`src/rtl/selAluPkg.sv`:
```
package selAluPkg;

  typedef enum logic [1:0] {
    LF_OR  = 2'b00,
    LF_XOR = 2'b01,
    LF_AND = 2'b10,
    LF_NOTA = 2'b11
  } logicFn_t;

  // Strobes from the select decoder to the datapath.
  typedef struct packed {
    logic     logicMode;
    logic     opndB;
    logic     opndInvB;
    logic     opndOnes;
    logicFn_t logicFn;
  } aluCtrl_t;

endpackage

```
`src/rtl/selAluCtrl.sv`:
```
module selAluCtrl
  import selAluPkg::*;
(
  input  logic [2:0] sel,
  output aluCtrl_t   ctrl
);

  always_comb begin
    ctrl           = '0;
    ctrl.logicMode = sel[2];
    ctrl.logicFn   = logicFn_t'(sel[1:0]);
    if (!sel[2]) begin
      unique case (sel[1:0])
        2'b00:   ; // zero operand: no strobe set
        2'b01:   ctrl.opndB    = 1'b1;
        2'b10:   ctrl.opndInvB = 1'b1;
        default: ctrl.opndOnes = 1'b1;
      endcase
    end
  end

endmodule

```
`src/rtl/selAluDatapath.sv`:
```
module selAluDatapath
  import selAluPkg::*;
#(
  parameter int WIDTH = 8
) (
  input  logic [WIDTH-1:0] aIn,
  input  logic [WIDTH-1:0] bIn,
  input  logic             carryIn,
  input  aluCtrl_t         ctrl,
  output logic [WIDTH-1:0] result,
  output logic             carryOut
);

  logic [WIDTH-1:0] opnd;
  logic [WIDTH-1:0] sumBits;
  logic [WIDTH:0]   carryChain;
  logic [WIDTH-1:0] logicOut;

  // Second adder operand: masked sources ORed together (strobes one-hot or none).
  assign opnd = ({WIDTH{ctrl.opndB}}    &  bIn)
              | ({WIDTH{ctrl.opndInvB}} & ~bIn)
              | ({WIDTH{ctrl.opndOnes}});

  assign carryChain[0] = carryIn;

  for (genvar i = 0; i < WIDTH; i++) begin : g_fa
    assign sumBits[i]      = aIn[i] ^ opnd[i] ^ carryChain[i];
    assign carryChain[i+1] = (aIn[i] & opnd[i])
                           | (aIn[i] & carryChain[i])
                           | (opnd[i] & carryChain[i]);
  end

  always_comb begin
    unique case (ctrl.logicFn)
      LF_OR:   logicOut = aIn | bIn;
      LF_XOR:  logicOut = aIn ^ bIn;
      LF_AND:  logicOut = aIn & bIn;
      default: logicOut = ~aIn;
    endcase
  end

  assign result   = ctrl.logicMode ? logicOut : sumBits;
  assign carryOut = carryChain[WIDTH] & ~ctrl.logicMode;

endmodule

```
`src/rtl/selAlu.sv`:
```
module selAlu
  import selAluPkg::*;
#(
  parameter int WIDTH = 8
) (
  input  logic [WIDTH-1:0] aIn,
  input  logic [WIDTH-1:0] bIn,
  input  logic [2:0]       sel,
  input  logic             carryIn,
  output logic [WIDTH-1:0] result,
  output logic             carryOut
);

  aluCtrl_t ctrl;

  selAluCtrl u_ctrl (
    .sel  (sel),
    .ctrl (ctrl)
  );

  selAluDatapath #(.WIDTH(WIDTH)) u_dp (
    .aIn      (aIn),
    .bIn      (bIn),
    .carryIn  (carryIn),
    .ctrl     (ctrl),
    .result   (result),
    .carryOut (carryOut)
  );

endmodule

```
`config.mk`:
```
export PLATFORM = sky130hd
export DESIGN_NAME = selAlu
export DESIGN_NICKNAME = d
export VERILOG_FILES = /design/src/rtl/selAluPkg.sv /design/src/rtl/selAluCtrl.sv /design/src/rtl/selAluDatapath.sv /design/src/rtl/selAlu.sv
export SDC_FILE = /design/constraint.sdc
export NUM_CORES = 1
export LEC_CHECK = 0
export BUFFER_PORTS_ARGS = -buffer_cell sky130_fd_sc_hd__buf_2
export CORE_ASPECT_RATIO = 0.5
export CORE_MARGIN = 2
export CORE_UTILIZATION = 30
export DETAILED_ROUTE_END_ITERATION = 8
export PLACE_DENSITY_LB_ADDON = 0.3
export SYNTH_ARGS = -nofsm -noshare
export SYNTH_HDL_FRONTEND = slang
export SYNTH_SLANG_ARGS = --single-unit
```
`constraint.sdc`:
```
create_clock -name vclk -period 6.9
set_input_delay 1.38 -clock vclk [all_inputs]
set_output_delay 1.38 -clock vclk [all_outputs]
set_load 0.02 [all_outputs]
```
* Word-level counts from Yosys, hierarchy flattened
Index checks and enable logic that the tools add are counted.
** Word-level totals
- Logic and storage cells :: 77
- Input port bits :: 20
- Output and inout port bits :: 9
- Flip-flop bits (word level) :: 0
** Cells by class
- Equal/unequal tests :: 2
- Reduce and logical (&&, ||, !) cells :: 2
- Multiplexer cells :: 6
- Bitwise logic cells :: 67
** Operator list (number)
- AND 1 bit :: 25
- AND 8 bit :: 3
- bitwise OR 8 bit :: 3
- case mux 8 bit (3 select lines) :: 1
- inverter 8 bit :: 2
- bitwise OR 1 bit :: 16
- bitwise XOR 1 bit :: 16
- 2-to-1 mux 8 bit :: 1
- bitwise XOR 8 bit :: 1
- 2-to-1 mux 1 bit :: 3
- 2-to-1 mux 3 bit :: 1
- OR reduction 3 bit :: 1
- == test 2 x 1 -> 1 bit (second input constant) :: 1
- == test 2 bit (second input constant) :: 1
- zero test 2 bit :: 1
- inverter 1 bit :: 1

* Depth between registers and ports, before layout
Gate-level depths: netlist (run 1).
- Depth after elaboration :: 32
- Depth in mapped cells :: 15
- Gate-level depth less buffers :: 13

* Cells and area by module
From an unflattened synthesis (run 1), not the netlist that was laid out.
** Second synthesis, totals
- Cell total of the unflattened synthesis :: 123
- Area total of the unflattened synthesis :: 985.9 um2
** Modules (own cells, without submodules)
- selAluDatapath :: instances 1, sequential area each 0.0 um2, cells each 117, area each 938.4 um2
- selAluCtrl :: instances 1, sequential area each 0.0 um2, cells each 6, area each 47.5 um2

* Worst setup path before layout (run 1)
No wires, ideal clock.
- Path kind :: input port to output port
- Start point :: input sel[1]
- End point :: output result[7]
- Data required time :: 5520 ps
- Path slack :: 312 ps
- Data arrival time :: 5208 ps
- Cell stages on the path :: 15
- Buffers on the path :: 2
- Path through :: buf_6 -> clkbuf_8 -> mux2i_1 -> nor2_1 -> fa_1 -> inv_1 -> fa_1 -> fa_1 -> fa_1 -> fa_1 -> fa_1 -> fa_1 -> fa_1 -> nor2b_1 -> a311oi_2
** On the way
- Word-level cells in the longest chain between the ends :: 29
- Elaborated cells between the ends (all ways) :: 50
- Classes of those cells :: eq/ne (2); mux (6); bitwise (40); reduce/logical (2)
** Ends and longest elaborated chain
- start, declared :: RTL line selAlu.sv:8 : input logic [2:0] sel,
- == test 2 x 1 -> 1 bit / == test 2 bit (equally long branches) :: RTL line selAluCtrl.sv:13, selAluDatapath.sv:34
- 2-to-1 mux 1 bit :: RTL line selAluCtrl.sv:13 : unique case (sel[1:0])
- 2-to-1 mux 3 bit :: RTL line selAluCtrl.sv:12 : if (!sel[2]) begin
- AND 8 bit (on tied branches) :: RTL line selAluDatapath.sv:20, selAluDatapath.sv:21
- bitwise OR 8 bit :: RTL line selAluDatapath.sv:21 : | ({WIDTH{ctrl.opndInvB}} & ~bIn)
- bitwise OR 8 bit :: RTL line selAluDatapath.sv:22 : | ({WIDTH{ctrl.opndOnes}});
- AND 1 bit :: RTL line selAluDatapath.sv:28 : assign carryChain[i+1] = (aIn[i] & opnd[i])
- bitwise OR 1 bit :: RTL line selAluDatapath.sv:29 : | (aIn[i] & carryChain[i])
- (+13 left out)
- AND 1 bit :: RTL line selAluDatapath.sv:29
- bitwise OR 1 bit :: RTL line selAluDatapath.sv:29
- bitwise OR 1 bit :: RTL line selAluDatapath.sv:30 : | (opnd[i] & carryChain[i]);
- AND 1 bit :: RTL line selAluDatapath.sv:29
- bitwise OR 1 bit :: RTL line selAluDatapath.sv:29
- bitwise OR 1 bit :: RTL line selAluDatapath.sv:30
- bitwise XOR 1 bit :: RTL line selAluDatapath.sv:27 : assign sumBits[i] = aIn[i] ^ opnd[i] ^ carryChain[i];
- 2-to-1 mux 8 bit (*) :: RTL line selAluDatapath.sv:42 : assign result = ctrl.logicMode ? logicOut : sumBits;
- end, declared :: RTL line selAlu.sv:10 : output logic [WIDTH-1:0] result,
Every way passes the cells marked *; elsewhere a longest branch is shown, timed or not.

* Worst setup path in the final report (run 1)
- Start point :: input sel[0]
- End point :: output result[7]
The elaborated chain is that of the path after synthesis.

==> impl_metrics.tcl, run 1 <==
set metrics [dict create \
    grt_usage_pct 9.366 \
    regArea_sq_um 0 \
    core_area_sq_um 3472 \
    dp_cells 198 \
    clock_power_share_pct 0 \
    nFillCells 381 \
    fin_nets 193 \
    pwr-share-seq_pct 0 \
    vdd_drop_max_mv 0.01353 \
    antenna_left 0 \
    fin_crit_sh_pct 95.30 \
    area_growth_pct 11.21 \
    drc 0 \
    placed_cell_area_sq_um 1229 \
    power_switching_mw 0.04725 \
    crit_type "input pin to output port" \
    fin_area_sq_um 1229 \
    final.setup.tns_ps 0 \
    met2_length_um 953 \
    cp_slowest_cell "fa_1" \
    path_cells "buf_2 -> mux2i_1 -> nor2_1 -> fa_1 -> inv_1 -> fa_1 -> fa_1 -> fa_1 -> fa_1 -> fa_1 -> fa_1 -> fa_1 -> nor2b_1 -> a311oi_2 -> buf_2" \
    routed.top_layer "met5" \
    grt_pass1_vias 764 \
    synthCells 124 \
    first_pass_iters 3 \
    antenna_found_initial 1 \
    crit_path_end_kind "output port" \
    synth_area_leaders "ha_1 18%, fa_1 14%, a311oi_2 9.5%, mux2i_1 7.2%, inv_1 6.1%" \
    nClkBuffers 0 \
    dieWidth_um 89.82 \
    cts.repair.resized 0 \
    yosysMostFrequentCell "inv_1" \
    required_ps 5520 \
    cts_hold_buf 0 \
    setup_ws_ps 324.5 \
    start_util_pct 31.82 \
    worst_path_most_repeated_cell "fa_1" \
    drtIter0Drc 14 \
    setup_violations 0 \
    holdWs_ps 3133 \
    fin_crit_ps 6576 \
    p_leak_nw 0.5921 \
    p_int_mw 0.03861 \
    seq_cell_count 0 \
    cp-start-kind "input pin" \
    pre_cts_ws_ps 309.6 \
    synth_nets 168 \
    synth_commonest_cells "18 x inv_1, 16 x ha_1, 8 x fa_1, 8 x mux2i_1" \
    grt_max_degree 35 \
    synth_top_area_cell "ha_1" \
    p_per_area_nw_per_um2 69.88 \
    post-route-util_pct 35.39 \
    hpwlAfterDp_um 1695 \
    min_path_type "input pin to output port" \
    die_area_sq_um 4213 \
    p_comb_share_pct 100.0 \
    postCtsSetupRepairBufs 0 \
    grt_overflow 0 \
    drv_cap 0 \
    cp.arrival_ps 5200 \
    place.gp.congestion 0.7168 \
    die_h_um 46.91 \
    route.met3.wl_um 52 \
    wl_met1_um 993 \
    drive_gt1_share_pct 38.10 \
    finalMaxSlewViolations 0 \
    status "finished clean" \
    ys_warn_count 0 \
    numPortBuffers 29 \
    syn_avg_cell_area_sq_um 8.910 \
    multiInputGateArea_sq_um 929.6 \
    p_total_mw 0.08586 \
    hold_viol_final 0 \
    yosysSeqAreaShare_pct 0 \
    swShare_pct 55.03 \
    rsz0062_at_grt "no" \
    critical_path.max_stage_delay_ps 420 \
    wl_um 2015 \
    crit_fanout 7 \
    rows 15 \
    max_slew_margin_pct 80.89 \
    synth.distinct_cells 26 \
    synth_top_area_share_pct 18.12 \
    vias 864 \
    n_antenna_cell 0 \
    timing.fmax_mhz 152.1 \
    num_io_pins 29 \
    syn_area_sq_um 1105 \
    routedWlPerCell_um 10.18 \
    worst_pin_slew_ps 286.6 \
    fin_cells 198 \
    via_per_inst 4.364 \
    grt_pass1_wl_um 3256 \
]
## logic make-up (layout without fill, tap and decap cells)
kind of cell	Yosys count	after routing	synth area share [%]
and+or+nand+nor	41	41	24.12
buffers and inverters	27	50	15.85
adders and majority gates	24	24	32.62
AOI/OAI and AO/OA	24	24	20.16
muxes	8	8	7.248
## critical path: cells and delay by family
kind	cells	cell delay (ps)
AND/OR/NAND/NOR	2	260
AO/OA/AOI/OAI	1	170
buffers and inverters	3	400
multiplexers	1	90
adder cells (fa/ha/maj)	8	2900
## area by class of cell
type,instances,area share (%)
Tap cell,51,5.193
Timing Repair Buffer,32,13.65
Multi-Input combinational cell,97,75.66
Inverter,18,5.499
## per-layer routing
layer	GRT usage, %	up-vias
li1	-	450
met1	11.63	403
met2	19.55	7
met3	1.124	2
met4	0	2
met5	0	-
## cell usage in the layout (no fill, tap or decap)
| cell | n |
|---|---|
| or2_1 | 7 |
| nand2b_2 | 5 |
| and2b_4 | 1 |
| o21ai_1 | 7 |
| ha_1 | 16 |
| o211ai_1 | 1 |
| nor2_1 | 3 |
| nand2b_1 | 7 |
| and2b_2 | 3 |
| a311oi_2 | 7 |
| or2b_1 | 2 |
| nor2b_1 | 4 |
| and2b_1 | 1 |
| fa_1 | 8 |
| buf_4 | 3 |
| nand2_1 | 7 |
| buf_2 | 29 |
| mux2i_1 | 8 |
| o221ai_1 | 1 |
| inv_1 | 18 |
| nand2b_4 | 1 |
| a21oi_2 | 7 |
| a21oi_1 | 1 |
## worst paths after layout
path / from / to / slack (ps) / cells past startpoint
hold / removal: sel[1] / result[1] / 3130 / 3
setup / recovery: sel[0] / result[7] / 320 / 15
## power by group through the flow
stage	Clock [mW]	Sequential, mW	Combinational (mW)
after floorplan	0	0	0.0667
after global placement	0	0	0.0860
after detailed placement	0	0	0.0877
after CTS	0	0	0.0878
after global routing	0	0	0.0972
final	0	0	0.0859
No activity file was read; power rests on OpenSTA's default activity.
==> run 2: changes to the inputs <==
Settings changed: ABC_AREA from default to 1, GPL_ROUTABILITY_DRIVEN from default to 0.
==> run 2 against run 1 <==
- final cell count is 9.1% higher
- sequential cell count stayed put
- critical path depth stayed put
- design area is 8.5% lower
- via count is 12% higher
- non-clock buffer count is 1 higher
- power is 7.3% lower
- die area is 14% lower
- sequential share of layout area stayed put
- fmax is 1.5% lower
- largest cell class unchanged
- highest routed layer is now met3
==> impl_metrics.tcl, run 2 <==
set metrics [dict create \
    nClkBuffers 0 \
    cts_hold_buf 0 \
    fin_area_sq_um 1125 \
    layout_commonest_cell "inv_1" \
    routedWlPerCell_um 10.39 \
    syn_avg_cell_area_sq_um 6.340 \
    cp.arrival_ps 5290 \
    synth_top_area_share_pct 21.19 \
    yosysMostFrequentCell "inv_1" \
    drc 0 \
    worst_pin_slew_ps 245.9 \
    crit_fanout 7 \
    cp-start-kind "input pin" \
    nFillCells 340 \
    area_growth_pct 19.07 \
    numPortBuffers 29 \
    num_io_pins 29 \
    rsz0062_at_grt "no" \
    dieWidth_um 83.36 \
    layout_common_cells "34 x inv_1, 29 x buf_2, 25 x nand2_1, 19 x o21ai_1" \
    grt_pass1_wl_um 4057 \
    path_cells "buf_2 -> o21ai_1 -> a21oi_1 -> fa_1 -> inv_1 -> fa_1 -> fa_1 -> fa_1 -> fa_1 -> fa_1 -> fa_1 -> fa_1 -> or2_2 -> nand2_1 -> buf_2" \
    vdd_drop_max_mv 0.01915 \
    cp_slowest_cell "fa_1" \
    pre_cts_ws_ps 240.5 \
    cp.buffers_inverters 3 \
    synthCells 149 \
    p_total_mw 0.07963 \
    ys_warn_count 0 \
    first_pass_iters 4 \
    synth.distinct_cells 17 \
    post-route-util_pct 37.55 \
    die_h_um 43.68 \
    fin_nets 222 \
    hold_viol_final 0 \
    drv_cap 0 \
    timing.fmax_mhz 149.8 \
    fin_crit_sh_pct 96.72 \
    synth_commonest_cells "34 x inv_1, 25 x nand2_1, 19 x o21ai_1" \
    crit_path_end_kind "output port" \
    holdWs_ps 3170 \
    wl_um 2245 \
    antenna_found_initial 0 \
    yosys.area_share.adder_pct 38.15 \
    crit_family "adder cells" \
    setup_violations 0 \
    p_per_area_nw_per_um2 70.80 \
    rows 14 \
    synth.area.mux_share_pct 0 \
    synth_top_family_by_area "adder cells" \
    drtIter0Drc 36 \
    grt_max_degree 23 \
    synth_area_leaders "ha_1 21%, fa_1 17%, inv_1 14%, o21ai_1 10%, nand2_1 9.9%" \
    seq_cell_count 0 \
    p_leak_nw 0.6534 \
    via_per_inst 4.491 \
    synthSimpleGateAreaFrac_pct 25.83 \
    worst-path-stages 15 \
    start_util_pct 31.54 \
    worst_path_most_repeated_cell "fa_1" \
    antenna_left 0 \
    syn_area_sq_um 944.7 \
    crit_type "input pin to output port" \
    grt_overflow 0 \
    vias 970 \
    min_path_cells 5 \
    core_area_sq_um 2995 \
    synth_nets 193 \
    postCtsSetupRepairBufs 0 \
    grt_pass1_vias 920 \
    max_slew_margin_pct 83.57 \
    yosysSeqAreaShare_pct 0 \
    critical_path.max_stage_delay_ps 430 \
    fin_cells 216 \
    synth_compound_area_share_pct 16.95 \
    synth_top_area_cell "ha_1" \
    cts.repair.resized 0 \
    status "finished clean" \
    grt_usage_pct 13.30 \
    min_path_type "input pin to output port" \
    final.setup.tns_ps 0 \
    required_ps 5520 \
    hpwlAfterDp_um 1868 \
    finalMaxSlewViolations 0 \
    drive_gt1_share_pct 23.30 \
    die_area_sq_um 3641 \
    placed_cell_area_sq_um 1125 \
    regArea_sq_um 0 \
    fin_crit_ps 6674 \
    setup_ws_ps 226.5 \
    dp_cells 216 \
    synth_xor_area_share_pct 0 \
    n_antenna_cell 0 \
]
run 2: cell types whose count changed after synthesis, moves of 4 or more:
cell	change
or2_1	-4
o21ai_0	+5
or2_2	+4
o21ai_1	+12
nand2_1	+18
nand2b_1	-7
mux2i_1	-8
a311oi_2	-7
a21oi_2	-7
a21oi_1	+7
inv_1	+16
nand2b_2	-5
nor2b_1	-4
nand3_1	+16
run 2: per-layer routing:
metal / track usage [%] / part of all wire (%) / routed length, um / vias to the layer above
li1: - / - / - / 518
met1: 17.25 / 46 / 1025 / 442
met2: 26.77 / 51 / 1146 / 10
met3: 0.5714 / 3.3 / 73 / 0
met4: 0 / 0 / 0 / 0
met5: 0 / 0 / 0 / -
run 2: report_power, final:
group / internal (mW) / switching [mW]
clock network: 0 / 0
logic: 0.0313 / 0.0483
registers: 0 / 0
run 2: cells by family (layout without fill, tap and decap cells):
group                      Yosys count  in the layout
and+or+nand+nor                     51             51
buffers and inverters               42             69
AOI/OAI and AO/OA                   32             32
adders and majority gates           24             24
run 2: area by class of cell:
class	count	area, sq um	share of cell area (%)
tap	40	50.05	4.449
timing repair buffer	33	175.2	15.57
inverter	36	135.1	12.01
multi-input combinational	107	764.5	67.96
run 2: worst paths after layout:
kind / end / start
worst min-delay path: result[0] / sel[2]
worst max-delay path: result[7] / sel[1]
==> run 3: changes to the inputs <==
Settings changed: SYNTH_HIERARCHICAL from default to 1.
==> run 3 against run 2 <==
- final cell count increased by 5.6%
- die area increased by 3.8%
- synthesized area increased by 4.1%
- synthesized cell count rose by 7.4%
- core utilization up 1.3 points
- via count increased by 6.8%
- hold slack improved by 100 ps
- critical path depth up 3
- fmax shrank 0.23%
- critical endpoint unchanged
==> impl_metrics.tcl, run 3 <==
set metrics [dict create \
    status "finished clean" \
    swShare_pct 59.72 \
    via_per_inst 4.544 \
    start_util_pct 32.08 \
    min_path_type "input pin to output port" \
    finalMaxSlewViolations 0 \
    n_antenna_cell 0 \
    wl_um 2499 \
    layout_commonest_cell "inv_1" \
    drive_gt1_share_pct 26.06 \
    grt_overflow 0 \
    drc 0 \
    vdd_drop_max_mv 0.02608 \
    syn_avg_cell_area_sq_um 6.147 \
    grt_usage_pct 13.71 \
    required_ps 5520 \
    clock_power_share_pct 0 \
    p_total_mw 0.08493 \
    die_area_sq_um 3780 \
    dieWidth_um 84.97 \
    final.setup.tns_ps 0 \
    vias 1036 \
    synth_commonest_cells "39 x inv_1, 28 x nand2_1, 16 x ha_1, 16 x nand3_1, 11 x nor2_1" \
    crit_fanout 6 \
    worstHoldStart "sel[2]" \
    seq_cell_count 0 \
    synthCells 160 \
    area_growth_pct 21.12 \
    synth_nets 204 \
    antenna_left 0 \
    worst_pin_slew_ps 417.7 \
    p_leak_nw 0.6964 \
    core_area_sq_um 3065 \
    syn_area_sq_um 983.4 \
    grt_pass1_wl_um 4312 \
    min_path_cells 4 \
    drv_cap 0 \
    routedWlPerCell_um 10.96 \
    drtIter0Drc 38 \
    yosysSeqAreaShare_pct 0 \
    yosysMostFrequentCell "inv_1" \
    fin_crit_sh_pct 96.94 \
    synth_top_area_cell "ha_1" \
    hold_viol_final 0 \
    p_per_area_nw_per_um2 71.30 \
    setup_violations 0 \
    crit_type "input pin to output port" \
    pwr-share-seq_pct 0 \
    num_io_pins 29 \
    synth.distinct_cells 17 \
    fin_cells 228 \
    synth_top_area_share_pct 20.36 \
    grt_pass1_vias 979 \
    layout_common_cells "39 x inv_1, 29 x buf_2, 28 x nand2_1, 16 x nand3_1, 16 x ha_1" \
    cp.arrival_ps 5310 \
    cp-start-kind "input pin" \
    p_comb_share_pct 100.0 \
    antenna_found_initial 0 \
    synth_area_leaders "ha_1 20%, fa_1 16%, inv_1 15%, nand2_1 11%, nand3_1 8.1%" \
    max_slew_margin_pct 72.12 \
    regArea_sq_um 0 \
    crit_path_end_kind "output port" \
    worstHoldEndpoint "carryOut" \
    nClkBuffers 0 \
    die_h_um 44.49 \
    hpwlAfterDp_um 2074 \
    first_pass_iters 4 \
    timing.fmax_mhz 149.5 \
    fin_crit_ps 6689 \
    numPortBuffers 29 \
    dp_cells 228 \
    ys_warn_count 6 \
    rows 14 \
    p_int_mw 0.03421 \
    power_switching_mw 0.05072 \
    grt_max_degree 18 \
    fin_nets 234 \
]
run 3: worst max-delay path by stage:
stage	from	endpoint
final	sel[0]	result[7]
after global routing	sel[0]	result[7]
after CTS	sel[0]	result[7]
after detailed placement	sel[0]	result[7]
after global placement	sel[0]	result[7]
after floorplan	sel[1]	result[7]
run 3: final cells by class:
cell class,count,area (sq um)
Tap cell,40,50.05
Fill cell,335,1874
Multi-Input combinational cell,113,797.0
Inverter,39,146.4
Timing Repair Buffer,36,197.7
run 3: logic make-up after synthesis:
family | after synthesis | share of synthesized area [%]
buf+inv | 47 | 20.10
compound gates | 25 | 14.50
fa+ha+maj | 24 | 36.64
simple gates | 64 | 28.75
run 3: layer usage:
metal  global-route usage, %  part of all wire [%]  up-vias
met2                   23.13                    44       27
met3                  0.5597                   5.8        0
met5                       0                     0        -
met4                  0.6349                     0        0
met1                   20.62                    50      462
li1                        -                     -      547
run 3: through the flow:
stage                     worst slack (ps)  cell area [sq um]  hold WS, ps  utilization (%)
after detailed placement            0.2527               1180         3277            38.49
after global placement               38.97               1180         3275            38.49
final                                210.9               1191         3271            38.86
after CTS                            73.60               1180         3277            38.49
after floorplan                      314.5              983.4         3083                -
after global routing                -3.380               1191         3304            38.86
run 3: critical path: stages:
cell	delay, ps
buf_2	130
inv_1	60
nand2_1	50
nor2_1	80
inv_1	60
o21ai_2	160
fa_1	190
inv_1	50
fa_1	380
fa_1	390
fa_1	390
fa_1	390
fa_2	350
fa_2	350
fa_1	420
or2_2	280
nand2_1	60
buf_2	150
run 3: repair_timing:
item / 4_1_cts / 5_1_grt
resized for setup: 1 / 4
setup buffers: 0 / 0
hold buffers: 0 / 0
gates cloned: 0 / 0
setup endpoints to repair: 1 / 1
pin swaps: 0 / 1
run 3: power by group through the flow:
stage | logic [mW] | clock network, mW | registers (mW)
finish | 0.0849 | 0 | 0
global placement | 0.0829 | 0 | 0
CTS | 0.0847 | 0 | 0
floorplan | 0.0556 | 0 | 0
global route | 0.0972 | 0 | 0
detailed placement | 0.0844 | 0 | 0
